===== config.mk =====
export PLATFORM = sky130hd
export DESIGN_NAME = mbist_engine
export DESIGN_NICKNAME = d
export VERILOG_FILES = /design/src/rtl/mbist_pkg.sv /design/src/rtl/mbist_pattern.sv /design/src/rtl/mbist_walker.sv /design/src/rtl/mbist_capture.sv /design/src/rtl/mbist_fsm.sv /design/src/rtl/mbist_engine.sv
export SDC_FILE = /design/constraint.sdc
export NUM_CORES = 1
export LEC_CHECK = 0
export BUFFER_PORTS_ARGS = -buffer_cell sky130_fd_sc_hd__buf_2
export CELL_PAD_IN_SITES_DETAIL_PLACEMENT = 1
export CELL_PAD_IN_SITES_GLOBAL_PLACEMENT = 1
export CORE_MARGIN = 2
export CORE_UTILIZATION = 42
export CTS_BUF_LIST = sky130_fd_sc_hd__clkbuf_2
export CTS_CLUSTER_DIAMETER = 150
export DETAILED_ROUTE_END_ITERATION = 10
export GPL_TIMING_DRIVEN = 1
export PLACE_DENSITY = 0.93
export SKIP_LAST_GASP = 1
export SLEW_MARGIN = 25
export SYNTH_ARGS = -nofsm -noshare
export SYNTH_HDL_FRONTEND = slang
export SYNTH_SLANG_ARGS = --single-unit

===== constraint.sdc =====
create_clock -name clk -period 5.49 [get_ports clk]
set_input_delay 1.098 -clock clk [delete_from_list [all_inputs] [get_ports clk]]
set_output_delay 1.098 -clock clk [all_outputs]
set_load 0.05 [all_outputs]

===== src/rtl/mbist_pkg.sv =====
package mbist_pkg;

    typedef enum logic [1:0] {
        PH_WORD = 2'd0,
        PH_INV  = 2'd1,
        PH_HALF = 2'd2,
        PH_BYTE = 2'd3
    } phase_t;

    typedef enum logic [2:0] {
        ST_IDLE    = 3'd0,
        ST_WRITE   = 3'd1,
        ST_READ    = 3'd2,
        ST_CHECK   = 3'd3,
        ST_ADVANCE = 3'd4,
        ST_DONE    = 3'd5
    } state_t;

    // Address step, in bytes, for one access of the given phase
    function automatic logic [2:0] stride_of(phase_t ph);
        unique case (ph)
            PH_WORD, PH_INV: stride_of = 3'd4;
            PH_HALF:         stride_of = 3'd2;
            default:         stride_of = 3'd1;
        endcase
    endfunction

endpackage


===== src/rtl/mbist_pattern.sv =====
module mbist_pattern
    import mbist_pkg::*;
#(
    parameter int ADDR_W = 32
) (
    input  phase_t              phase,
    input  logic [ADDR_W-1:0]   addr,
    input  logic [31:0]         rdata,
    output logic [31:0]         wdata,
    output logic [3:0]          be,
    output logic [31:0]         expect_val,
    output logic [31:0]         observed
);
    localparam int LANES = 4;

    logic [31:0] a32;
    logic [7:0]  lane [LANES];
    logic [15:0] half_lo;
    logic [15:0] half_hi;

    assign a32 = 32'(addr);

    // Split the returned word into byte lanes
    for (genvar g = 0; g < LANES; g++) begin : g_lane
        assign lane[g] = rdata[8*g +: 8];
    end

    assign half_lo = {lane[1], lane[0]};
    assign half_hi = {lane[3], lane[2]};

    always_comb begin
        wdata      = a32;
        be         = 4'b1111;
        expect_val = a32;
        observed   = rdata;
        unique case (phase)
            PH_WORD: begin
                wdata      = a32;
                expect_val = a32;
                observed   = rdata;
            end
            PH_INV: begin
                wdata      = ~a32;
                expect_val = ~a32;
                observed   = rdata;
            end
            PH_HALF: begin
                wdata      = {a32[15:0], a32[15:0]};
                be         = addr[1] ? 4'b1100 : 4'b0011;
                expect_val = {16'h0000, a32[15:0]};
                observed   = {16'h0000, addr[1] ? half_hi : half_lo};
            end
            PH_BYTE: begin
                wdata      = {4{a32[7:0]}};
                be         = 4'b0001 << addr[1:0];
                expect_val = {24'h000000, a32[7:0]};
                observed   = {24'h000000, lane[addr[1:0]]};
            end
            default: ;
        endcase
    end

endmodule


===== src/rtl/mbist_walker.sv =====
module mbist_walker
    import mbist_pkg::*;
#(
    parameter int ADDR_W    = 32,
    parameter int BLK_BYTES = 1024
) (
    input  logic              clk,
    input  logic              rst_n,
    input  logic              load,
    input  logic              step,
    input  logic              advance,
    input  logic [ADDR_W-1:0] ld_start,
    input  logic [ADDR_W-1:0] ld_end,
    input  logic              ld_quick,
    output phase_t            phase,
    output logic [ADDR_W-1:0] cur_addr,
    output logic              last_elem,
    output logic              finish
);
    localparam int OFFS_W = $clog2(BLK_BYTES);

    logic [ADDR_W-1:0] blk_q;
    logic [ADDR_W-1:0] end_q;
    logic              quick_q;
    logic [OFFS_W-1:0] offs_q;
    phase_t            phase_q;

    logic [OFFS_W:0]   offs_next;
    logic [ADDR_W:0]   blk_next;
    phase_t            phase_next;

    assign offs_next = {1'b0, offs_q} + (OFFS_W+1)'(stride_of(phase_q));
    assign last_elem = (offs_next == (OFFS_W+1)'(BLK_BYTES));
    assign blk_next  = {1'b0, blk_q} + (ADDR_W+1)'(BLK_BYTES);
    assign finish    = (blk_next >= {1'b0, end_q});
    assign cur_addr  = blk_q + ADDR_W'(offs_q);
    assign phase     = phase_q;

    always_comb begin
        if (quick_q) phase_next = PH_WORD;
        else         phase_next = phase_t'(2'(phase_q) + 2'd1);
    end

    always_ff @(posedge clk or negedge rst_n) begin
        if (!rst_n) begin
            blk_q   <= '0;
            end_q   <= '0;
            quick_q <= 1'b0;
            offs_q  <= '0;
            phase_q <= PH_WORD;
        end else if (load) begin
            blk_q   <= ld_start;
            end_q   <= ld_end;
            quick_q <= ld_quick;
            offs_q  <= '0;
            phase_q <= PH_WORD;
        end else if (advance) begin
            blk_q   <= blk_next[ADDR_W-1:0];
            offs_q  <= '0;
            phase_q <= phase_next;
        end else if (step) begin
            offs_q  <= last_elem ? '0 : offs_next[OFFS_W-1:0];
        end
    end

    // a quick run never leaves the word phase
    p_quick_word_r8: assert property (@(posedge clk) disable iff (!rst_n)
        (quick_q && !load) |=> (phase_q == PH_WORD));

    // the phase moves only at a block boundary, by one step
    p_phase_rotate_r7: assert property (@(posedge clk) disable iff (!rst_n)
        (advance && !quick_q && !load) |=> (phase_q == phase_t'(2'($past(phase_q)) + 2'd1)));

endmodule


===== src/rtl/mbist_capture.sv =====
module mbist_capture #(
    parameter int ADDR_W = 32
) (
    input  logic              clk,
    input  logic              rst_n,
    input  logic              clr,
    input  logic              cap,
    input  logic [ADDR_W-1:0] in_addr,
    input  logic [31:0]       in_expect,
    input  logic [31:0]       in_observed,
    output logic              mismatch,
    output logic [ADDR_W-1:0] fail_addr,
    output logic [31:0]       fail_expect,
    output logic [31:0]       fail_observed
);
    assign mismatch = (in_expect != in_observed);

    always_ff @(posedge clk or negedge rst_n) begin
        if (!rst_n) begin
            fail_addr     <= '0;
            fail_expect   <= '0;
            fail_observed <= '0;
        end else if (clr) begin
            fail_addr     <= '0;
            fail_expect   <= '0;
            fail_observed <= '0;
        end else if (cap) begin
            fail_addr     <= in_addr;
            fail_expect   <= in_expect;
            fail_observed <= in_observed;
        end
    end

endmodule


===== src/rtl/mbist_fsm.sv =====
module mbist_fsm
    import mbist_pkg::*;
(
    input  logic clk,
    input  logic rst_n,
    input  logic start,
    input  logic last_elem,
    input  logic finish,
    input  logic mismatch,
    output logic load,
    output logic step,
    output logic advance,
    output logic capture,
    output logic mem_req,
    output logic mem_we,
    output logic busy,
    output logic done,
    output logic pass,
    output logic fail
);
    state_t state_q;
    state_t state_d;

    // State register
    always_ff @(posedge clk or negedge rst_n) begin
        if (!rst_n) state_q <= ST_IDLE;
        else        state_q <= state_d;
    end

    // Next state
    always_comb begin
        state_d = state_q;
        unique case (state_q)
            ST_IDLE:    if (start) state_d = ST_WRITE;
            ST_WRITE:   if (last_elem) state_d = ST_READ;
            ST_READ:    state_d = ST_CHECK;
            ST_CHECK: begin
                if (mismatch)       state_d = ST_DONE;
                else if (last_elem) state_d = ST_ADVANCE;
                else                state_d = ST_READ;
            end
            ST_ADVANCE: state_d = finish ? ST_DONE : ST_WRITE;
            ST_DONE:    if (start) state_d = ST_WRITE;
            default:    state_d = ST_IDLE;
        endcase
    end

    // Outputs
    always_comb begin
        load    = 1'b0;
        step    = 1'b0;
        advance = 1'b0;
        capture = 1'b0;
        mem_req = 1'b0;
        mem_we  = 1'b0;
        busy    = 1'b1;
        done    = 1'b0;
        unique case (state_q)
            ST_IDLE: begin
                busy = 1'b0;
                load = start;
            end
            ST_WRITE: begin
                mem_req = 1'b1;
                mem_we  = 1'b1;
                step    = 1'b1;
            end
            ST_READ: begin
                mem_req = 1'b1;
            end
            ST_CHECK: begin
                capture = mismatch;
                step    = !mismatch && !last_elem;
            end
            ST_ADVANCE: begin
                advance = !finish;
            end
            ST_DONE: begin
                busy = 1'b0;
                done = 1'b1;
                load = start;
            end
            default: busy = 1'b0;
        endcase
    end

    // Result flags
    always_ff @(posedge clk or negedge rst_n) begin
        if (!rst_n) begin
            pass <= 1'b0;
            fail <= 1'b0;
        end else if (load) begin
            pass <= 1'b0;
            fail <= 1'b0;
        end else if (state_q == ST_CHECK && mismatch) begin
            fail <= 1'b1;
        end else if (state_q == ST_ADVANCE && finish) begin
            pass <= 1'b1;
        end
    end

    // pass and fail never both set
    p_one_verdict_r12: assert property (@(posedge clk) disable iff (!rst_n)
        !(pass && fail));

    // a finished result is held while no start arrives
    p_done_hold_r11: assert property (@(posedge clk) disable iff (!rst_n)
        (done && !start) |=> (done && $stable(pass) && $stable(fail)));

    // nothing is requested once the test is over
    p_quiet_done_r10: assert property (@(posedge clk) disable iff (!rst_n)
        done |-> !mem_req);

    // every read is followed by its compare cycle
    p_read_check_r2: assert property (@(posedge clk) disable iff (!rst_n)
        (state_q == ST_READ) |=> (state_q == ST_CHECK));

    // busy and done exclude each other
    p_busy_done_r1: assert property (@(posedge clk) disable iff (!rst_n)
        !(busy && done));

endmodule


===== src/rtl/mbist_engine.sv =====
module mbist_engine
    import mbist_pkg::*;
#(
    parameter int ADDR_W    = 32,
    parameter int BLK_BYTES = 1024
) (
    input  logic              clk,
    input  logic              rst_n,
    input  logic              start,
    input  logic [ADDR_W-1:0] start_addr,
    input  logic [ADDR_W-1:0] end_addr,
    input  logic              quick,
    output logic              busy,
    output logic              done,
    output logic              pass,
    output logic              fail,
    output logic [ADDR_W-1:0] fail_addr,
    output logic [31:0]       fail_expect,
    output logic [31:0]       fail_observed,
    output logic              mem_req,
    output logic              mem_we,
    output logic [ADDR_W-1:0] mem_addr,
    output logic [31:0]       mem_wdata,
    output logic [3:0]        mem_be,
    input  logic [31:0]       mem_rdata
);
    logic        load, step, advance, capture;
    logic        last_elem, finish, mismatch;
    phase_t      phase;
    logic [31:0] expect_val, observed;

    mbist_fsm u_fsm (
        .clk       (clk),
        .rst_n     (rst_n),
        .start     (start),
        .last_elem (last_elem),
        .finish    (finish),
        .mismatch  (mismatch),
        .load      (load),
        .step      (step),
        .advance   (advance),
        .capture   (capture),
        .mem_req   (mem_req),
        .mem_we    (mem_we),
        .busy      (busy),
        .done      (done),
        .pass      (pass),
        .fail      (fail)
    );

    mbist_walker #(
        .ADDR_W    (ADDR_W),
        .BLK_BYTES (BLK_BYTES)
    ) u_walk (
        .clk       (clk),
        .rst_n     (rst_n),
        .load      (load),
        .step      (step),
        .advance   (advance),
        .ld_start  (start_addr),
        .ld_end    (end_addr),
        .ld_quick  (quick),
        .phase     (phase),
        .cur_addr  (mem_addr),
        .last_elem (last_elem),
        .finish    (finish)
    );

    mbist_pattern #(
        .ADDR_W (ADDR_W)
    ) u_pat (
        .phase      (phase),
        .addr       (mem_addr),
        .rdata      (mem_rdata),
        .wdata      (mem_wdata),
        .be         (mem_be),
        .expect_val (expect_val),
        .observed   (observed)
    );

    mbist_capture #(
        .ADDR_W (ADDR_W)
    ) u_cap (
        .clk           (clk),
        .rst_n         (rst_n),
        .clr           (load),
        .cap           (capture),
        .in_addr       (mem_addr),
        .in_expect     (expect_val),
        .in_observed   (observed),
        .mismatch      (mismatch),
        .fail_addr     (fail_addr),
        .fail_expect   (fail_expect),
        .fail_observed (fail_observed)
    );

    // full-word accesses are word aligned
    p_word_align_r13: assert property (@(posedge clk) disable iff (!rst_n)
        (mem_req && mem_be == 4'b1111) |-> (mem_addr[1:0] == 2'b00));

    // halfword enables cover an aligned lane pair
    p_half_lanes_r5: assert property (@(posedge clk) disable iff (!rst_n)
        (mem_req && $countones(mem_be) == 2) |-> (mem_be == 4'b0011 || mem_be == 4'b1100));

    // byte enables are one lane or more, never none
    p_be_nonzero_r6: assert property (@(posedge clk) disable iff (!rst_n)
        mem_req |-> ($countones(mem_be) == 1 || $countones(mem_be) == 2 || $countones(mem_be) == 4));

    // a newly reported failure carries differing values
    p_fail_values_r10: assert property (@(posedge clk) disable iff (!rst_n)
        $rose(fail) |-> (fail_expect != fail_observed));

endmodule


==> results.ini, run 1 <==
[outcome]
status=completed

[global_route]
gr-total-overflow=0
grt_usage_pct=31.8
grt_pass1_wl_um=76100
grt_max_degree=91
use_met3_pct=7.37
first_global_vias=13259
grt_use_met1_pct=38.2
antenna_found_initial=3
use_met2_pct=52.4
busiest_layer=met2

[layout]
nets=1887
final_cell_mix=nand2_1 (274), buf_2 (265), dfrtp_1 (176)
stdcell_area_um2=14800
area_growth_pct=17.8
final_core_util_pct=50.0
layout_commonest_cell=nand2_1
drive_above_1_share_pct=23.4
final_cells=2140

[flow_run]
cap_violations=0

[setup_path]
crit_chain=ha_1 > inv_1 > fa_1 > buf_4 > mux2_2 > o221ai_1 > xnor2_1 > nor4_1 > nand4_1 > or4_4 > nor4_4 > a21oi_4 > buf_16 > buf_12 > mux2i_1
endpoint_kind=register
crit_arrival_ns=6.03
reg2reg_depth=15
cp-start-kind=register
slowest_stage=fa_1
crit_type=reg2reg
critPathMaxStageDelay_ns=0.77
cp_max_fo=42
cp.required_ns=6.18

[timing]
finalWorstSetupSlack_ns=0.153
finalSetupTns_ns=0
hold_viol=0
min_period_over_period_pct=97.2
fin_hold_ws_ns=0.248
fmax_mhz=187
rsz0062_at_grt=true
setup_viol=0
min_period_ns=5.34
relSlewSlack_pct=30.3
drv_slew=0
tightest_slew_ns=1.04
fin_skew_ns=0.0832

[clock_tree]
clkLatencyLatePin_ns=0.88
cts_buffers=17
cts_tree=done
clockBufferDepth=2
cts_root_buf=clkbuf_2
clock_sinks=178
htree_levels=4
clk_pin_slew_ns=0.34

[synth]
ys_seq_area_share_pct=35.5
synth.avg_cell_area_um2=8.42
syn-num-nets=1643
yosysWarnings=0
synth_flop_cell=dfrtp_1
syn_area_um2=12500
ys_types=82
ys_ff_latch=178
synth_edf_count=0
syn_inst=1491
synthArstFlopShare_pct=100

[route]
drc=0
firstDrtPassIters=5
ant_nets=0
vias_per_cell=5.98
drt-total-wl_um=49900
wl_per_cell_um=23.3
num_vias=12806
first_iter_violations=1133

[placed_design]
numPortBuffers=269
gp_congestion=0.955
dp_hpwl_um=38900
dpl-instance-area_um2=14400
dp_slack_ns=0.123
place_inst=2102

[floorplan]
fp.coreArea_um2=29600
rows=63
io-pin-count=270
die_area_um2=31300
dieWidth_um=177
start_util_pct=42.5
dieHeight_um=177

[pwr]
power.total_mw=6.77
max-vdd-ir-drop_uv=177
power.density_nw_per_um2=458
power_leakage_nw=7.09

[min_path]
hold_path.class=in2async

==> worst max-delay path, delay by kind of cell (launching register included) <==
family	cells	cell delay, ns
compound gates	2	0.59
xor+xnor	1	0.14
fa+ha+maj	2	0.96
buf+inv	4	0.82
flops	1	0.44
mux	2	0.54
simple gates	4	1.62
==> per-layer routing <==
metal | vias to the layer above | wire length, um
li1 | 5698 | -
met1 | 6279 | 19600
met2 | 652 | 23600
met3 | 175 | 3780
met4 | 2 | 2870
met5 | - | 11
==> cells by family after synthesis <==
family                   count (synthesis)  share of synthesized area (%)
multiplexers                           128                           10.3
flip-flops                             178                           35.5
buffers and inverters                  194                           6.21
adder cells (fa/ha/maj)                 52                           5.30
XOR/XNOR                                84                           5.86
AND/OR/NAND/NOR                        503                           18.5
AO/OA/AOI/OAI                          352                           18.3
==> power breakdown <==
part           leakage [nW]  internal [mW]  switching [mW]
logic                  4.59           1.28            3.00
registers              2.36           1.50           0.272
clock network         0.138          0.178           0.539
total                  7.09           2.96            3.81
==> Yosys cell counts, types with 4 or more instances <==
master     number  area [um^2]
o221ai_1       10         87.6
o22ai_1         5         31.3
o211ai_1        6         45.0
and4_1          8         70.1
or2_2           5         31.3
and2_1         17          106
clkbuf_1       76          285
o21ai_0       111          556
a21oi_1        72          360
buf_1           7         26.3
buf_2          17         85.1
buf_6           4         45.0
o21bai_1       10         75.1
mux2i_1       115         1150
a211oi_1        9         67.6
or3_1          16          100
a211o_1         9         78.8
inv_1          89          334
o2111ai_1       8         70.1
nand2_1       274         1030
mux2_2          7         78.8
a21boi_0        4         30.0
a31oi_1         9         56.3
dfrtp_1       178         4450
xor2_1         23          201
nand4_1        21          131
o21a_1          8         60.1
a21o_1         22          165
nor3_1         20          100
a22oi_1        13         97.6
ha_1           50          626
nor2_1         74          278
nand3_1        23          115
nor2b_1        11         68.8
a2111oi_0       5         43.8
a221oi_1        5         43.8
nand2b_1        8         50.1
and3_1          8         50.1
mux2_1          6         67.6
xnor2_1        61          534
==> layout make-up <==
| cell class | count | area [um^2] |
|---|---|---|
| inverters | 90 | 338 |
| clock inverters | 13 | 125 |
| clock buffers | 19 | 95.1 |
| well taps | 390 | 488 |
| repair buffers | 329 | 1870 |
| flip-flops and latches | 178 | 4460 |
| multi-input cells | 1119 | 7410 |
| diodes | 2 | 5.00 |
| fillers | 3642 | 14800 |
==> final timing paths <==
| check | from | end | slack (ns) |
|---|---|---|---|
| hold reg to reg | u_fsm.fail | u_fsm.fail | 0.53 |
| max in group asynchronous | rst_n | u_cap.fail_observed[25] | 4.22 |
| setup / recovery | u_walk.blk_q[0] | u_cap.fail_addr[25] | 0.15 |
| setup reg to reg | u_walk.blk_q[0] | u_cap.fail_addr[25] | 0.15 |
| min in group clk | end_addr[0] | u_walk.end_q[0] | 0.38 |
| hold / removal | rst_n | u_cap.fail_addr[23] | 0.25 |
==> flip-flops by register name, summed over array words and instances, names as in the netlist <==
register             cells
u_cap.fail_addr         32
u_fsm.state_q            3
u_fsm.pass               1
u_cap.fail_expect       32
u_walk.end_q            32
u_walk.quick_q           1
u_walk.blk_q            32
u_walk.phase             2
u_cap.fail_observed     32
u_fsm.fail               1
u_walk.offs_q           10
==> timing repair <==
action | in CTS | in global routing
buffers inserted | 3 | 0
resized for setup | 7 | 17
endpoints found under the setup margin | 8 | 28
pin swaps | 1 | 3
hold buffers | 0 | 0
(Power assumes the default switching activity.)
==> run 2: changes to the inputs <==
--- a/config.mk
+++ b/config.mk
@@ -5,6 +5,7 @@
 export SDC_FILE = /design/constraint.sdc
 export NUM_CORES = 1
 export LEC_CHECK = 0
+export ABC_AREA = 0
 export BUFFER_PORTS_ARGS = -buffer_cell sky130_fd_sc_hd__buf_2
 export CELL_PAD_IN_SITES_DETAIL_PLACEMENT = 1
 export CELL_PAD_IN_SITES_GLOBAL_PLACEMENT = 1
@@ -13,8 +14,7 @@
 export CTS_BUF_LIST = sky130_fd_sc_hd__clkbuf_2
 export CTS_CLUSTER_DIAMETER = 150
 export DETAILED_ROUTE_END_ITERATION = 10
-export GPL_TIMING_DRIVEN = 1
-export PLACE_DENSITY = 0.93
+export PLACE_DENSITY = 0.94
 export SKIP_LAST_GASP = 1
 export SLEW_MARGIN = 25
 export SYNTH_ARGS = -nofsm -noshare
==> results.ini, run 2 (synthesized netlist as in run 1, its figures left out) <==
[floorplan]
start_util_pct=42.5
rows=63
dieHeight_um=177
io-pin-count=270
die_area_um2=31300
fp.coreArea_um2=29600
dieWidth_um=177

[route]
drt-total-wl_um=50500
ant_nets=0
wl_met1_um=20100
wl_per_cell_um=23.7
drc=0
vias_per_cell=6.06
first_iter_violations=1279
num_vias=12921
highest_layer=met5
met2_length_um=23800
firstDrtPassIters=6
wl_met3_um=3820

[placed_design]
numPortBuffers=269
dp_hpwl_um=39100
gp_congestion=0.941
dpl-instance-area_um2=14400
place_inst=2094

[setup_path]
endpoint_kind=primary output
crit_type=reg2out
cp.required_ns=4.39
cp-start-kind=register
crit_arrival_ns=4.26
cp_max_fo=7

[layout]
final_core_util_pct=50.0
nets=1880
area_growth_pct=17.7
final_cells=2132
n_fill_cell=3631
final_cell_mix=nand2_1 (274), buf_2 (267), dfrtp_1 (175)
drive_above_1_share_pct=23.4
layout_commonest_cell=nand2_1
stdcell_area_um2=14800

[clock_tree]
clkLatencyLatePin_ns=0.87
cts_tree=done
clk_pin_slew_ns=0.32
cts_root_buf=clkbuf_2
postCtsHoldBufs=0
htree_levels=4
cts_buffers=17
clockBufferDepth=2
clock_sinks=178

[timing]
min_period_ns=5.36
fin_hold_ws_ns=0.302
min_period_over_period_pct=97.6
finalSetupTns_ns=0
fin_skew_ns=0.0800
tightest_slew_ns=0.940
setup_viol=0
drv_slew=0
relSlewSlack_pct=37.4
hold_viol=0
fmax_mhz=187

[global_route]
antenna_found_initial=2
grt_pass1_wl_um=77300
grt_usage_pct=32.2
gr-total-overflow=0
first_global_vias=13378
grt_max_degree=98

[pwr]
max-vdd-ir-drop_uv=206
power_leakage_nw=7.07
power.density_nw_per_um2=458

[min_path]
hold_path.class=in2async

[flow_run]
cap_violations=0

[outcome]
status=completed

-- run 2: cell type report --
type,count,area (um^2),area share [%]
Sequential cell,178,4460,30.2
Multi-Input combinational cell,1119,7450,50.4
Inverter,90,338,2.29
Antenna cell,1,2.50,0.0169
Tap cell,390,488,3.30
Clock buffer,19,95.1,0.644
Timing Repair Buffer,322,1820,12.3
Clock inverter,13,128,0.864
-- run 2: worst paths after layout --
kind	cells past startpoint	slack, ns	end	startpoint
max	12	0.13	mem_wdata[30]	u_walk.offs_q[0]
max reg2reg	15	0.54	u_fsm.fail	u_walk.offs_q[4]
min in group clk	3	0.39	u_walk.blk_q[5]	start_addr[5]
min	1	0.30	u_cap.fail_addr[26]	rst_n
max in group asynchronous	2	4.22	u_walk.blk_q[10]	rst_n
min reg2reg	1	0.54	u_fsm.fail	u_fsm.fail
-- run 2: power by group --
part | switching (mW) | leakage [nW] | internal, mW
sequential | 0.292 | 2.36 | 1.50
clock | 0.543 | 0.132 | 0.176
combinational | 3.00 | 4.58 | 1.25
total | 3.83 | 7.07 | 2.93
-- run 2: critical path, stage by stage, from the launching register on --
cell and delay, ns:
dfrtp_1 0.46, ha_1 0.20, inv_1 0.07, fa_1 0.43, nor2b_2 0.18, o2111a_2 0.29, o31ai_4 0.13, buf_4 0.19
or3_1 0.38, and2_2 0.29, a222oi_1 0.33, o21ai_0 0.19, buf_2 0.26
-- run 2: per-stage QoR --
| step | total power, mW | setup slack, ns |
|---|---|---|
| 2_1_floorplan | 4.55 | 0.00993 |
| 3_3_place_gp | 5.76 | 0.801 |
| 3_5_place_dp | 5.91 | 0.695 |
| 4_1_cts | 6.66 | 0.0121 |
| 5_1_grt | 7.09 | -0.00790 |
| 6_report | 6.76 | 0.133 |
-- run 2: metal layers --
| layer | vias up | track usage (%) |
|---|---|---|
| li1 | 5673 | - |
| met1 | 6406 | 40.2 |
| met2 | 665 | 53.0 |
| met3 | 175 | 6.08 |
| met4 | 2 | 16.6 |
| met5 | - | 0 |
-- run 2: what timing repair did --
action | CTS | global route
resized for setup | 6 | 17
endpoints found under the hold margin | 0 | 0
cloned | 0 | 0
pin swaps | 1 | 3
setup endpoints to repair | 8 | 14
buffers inserted | 1 | 4
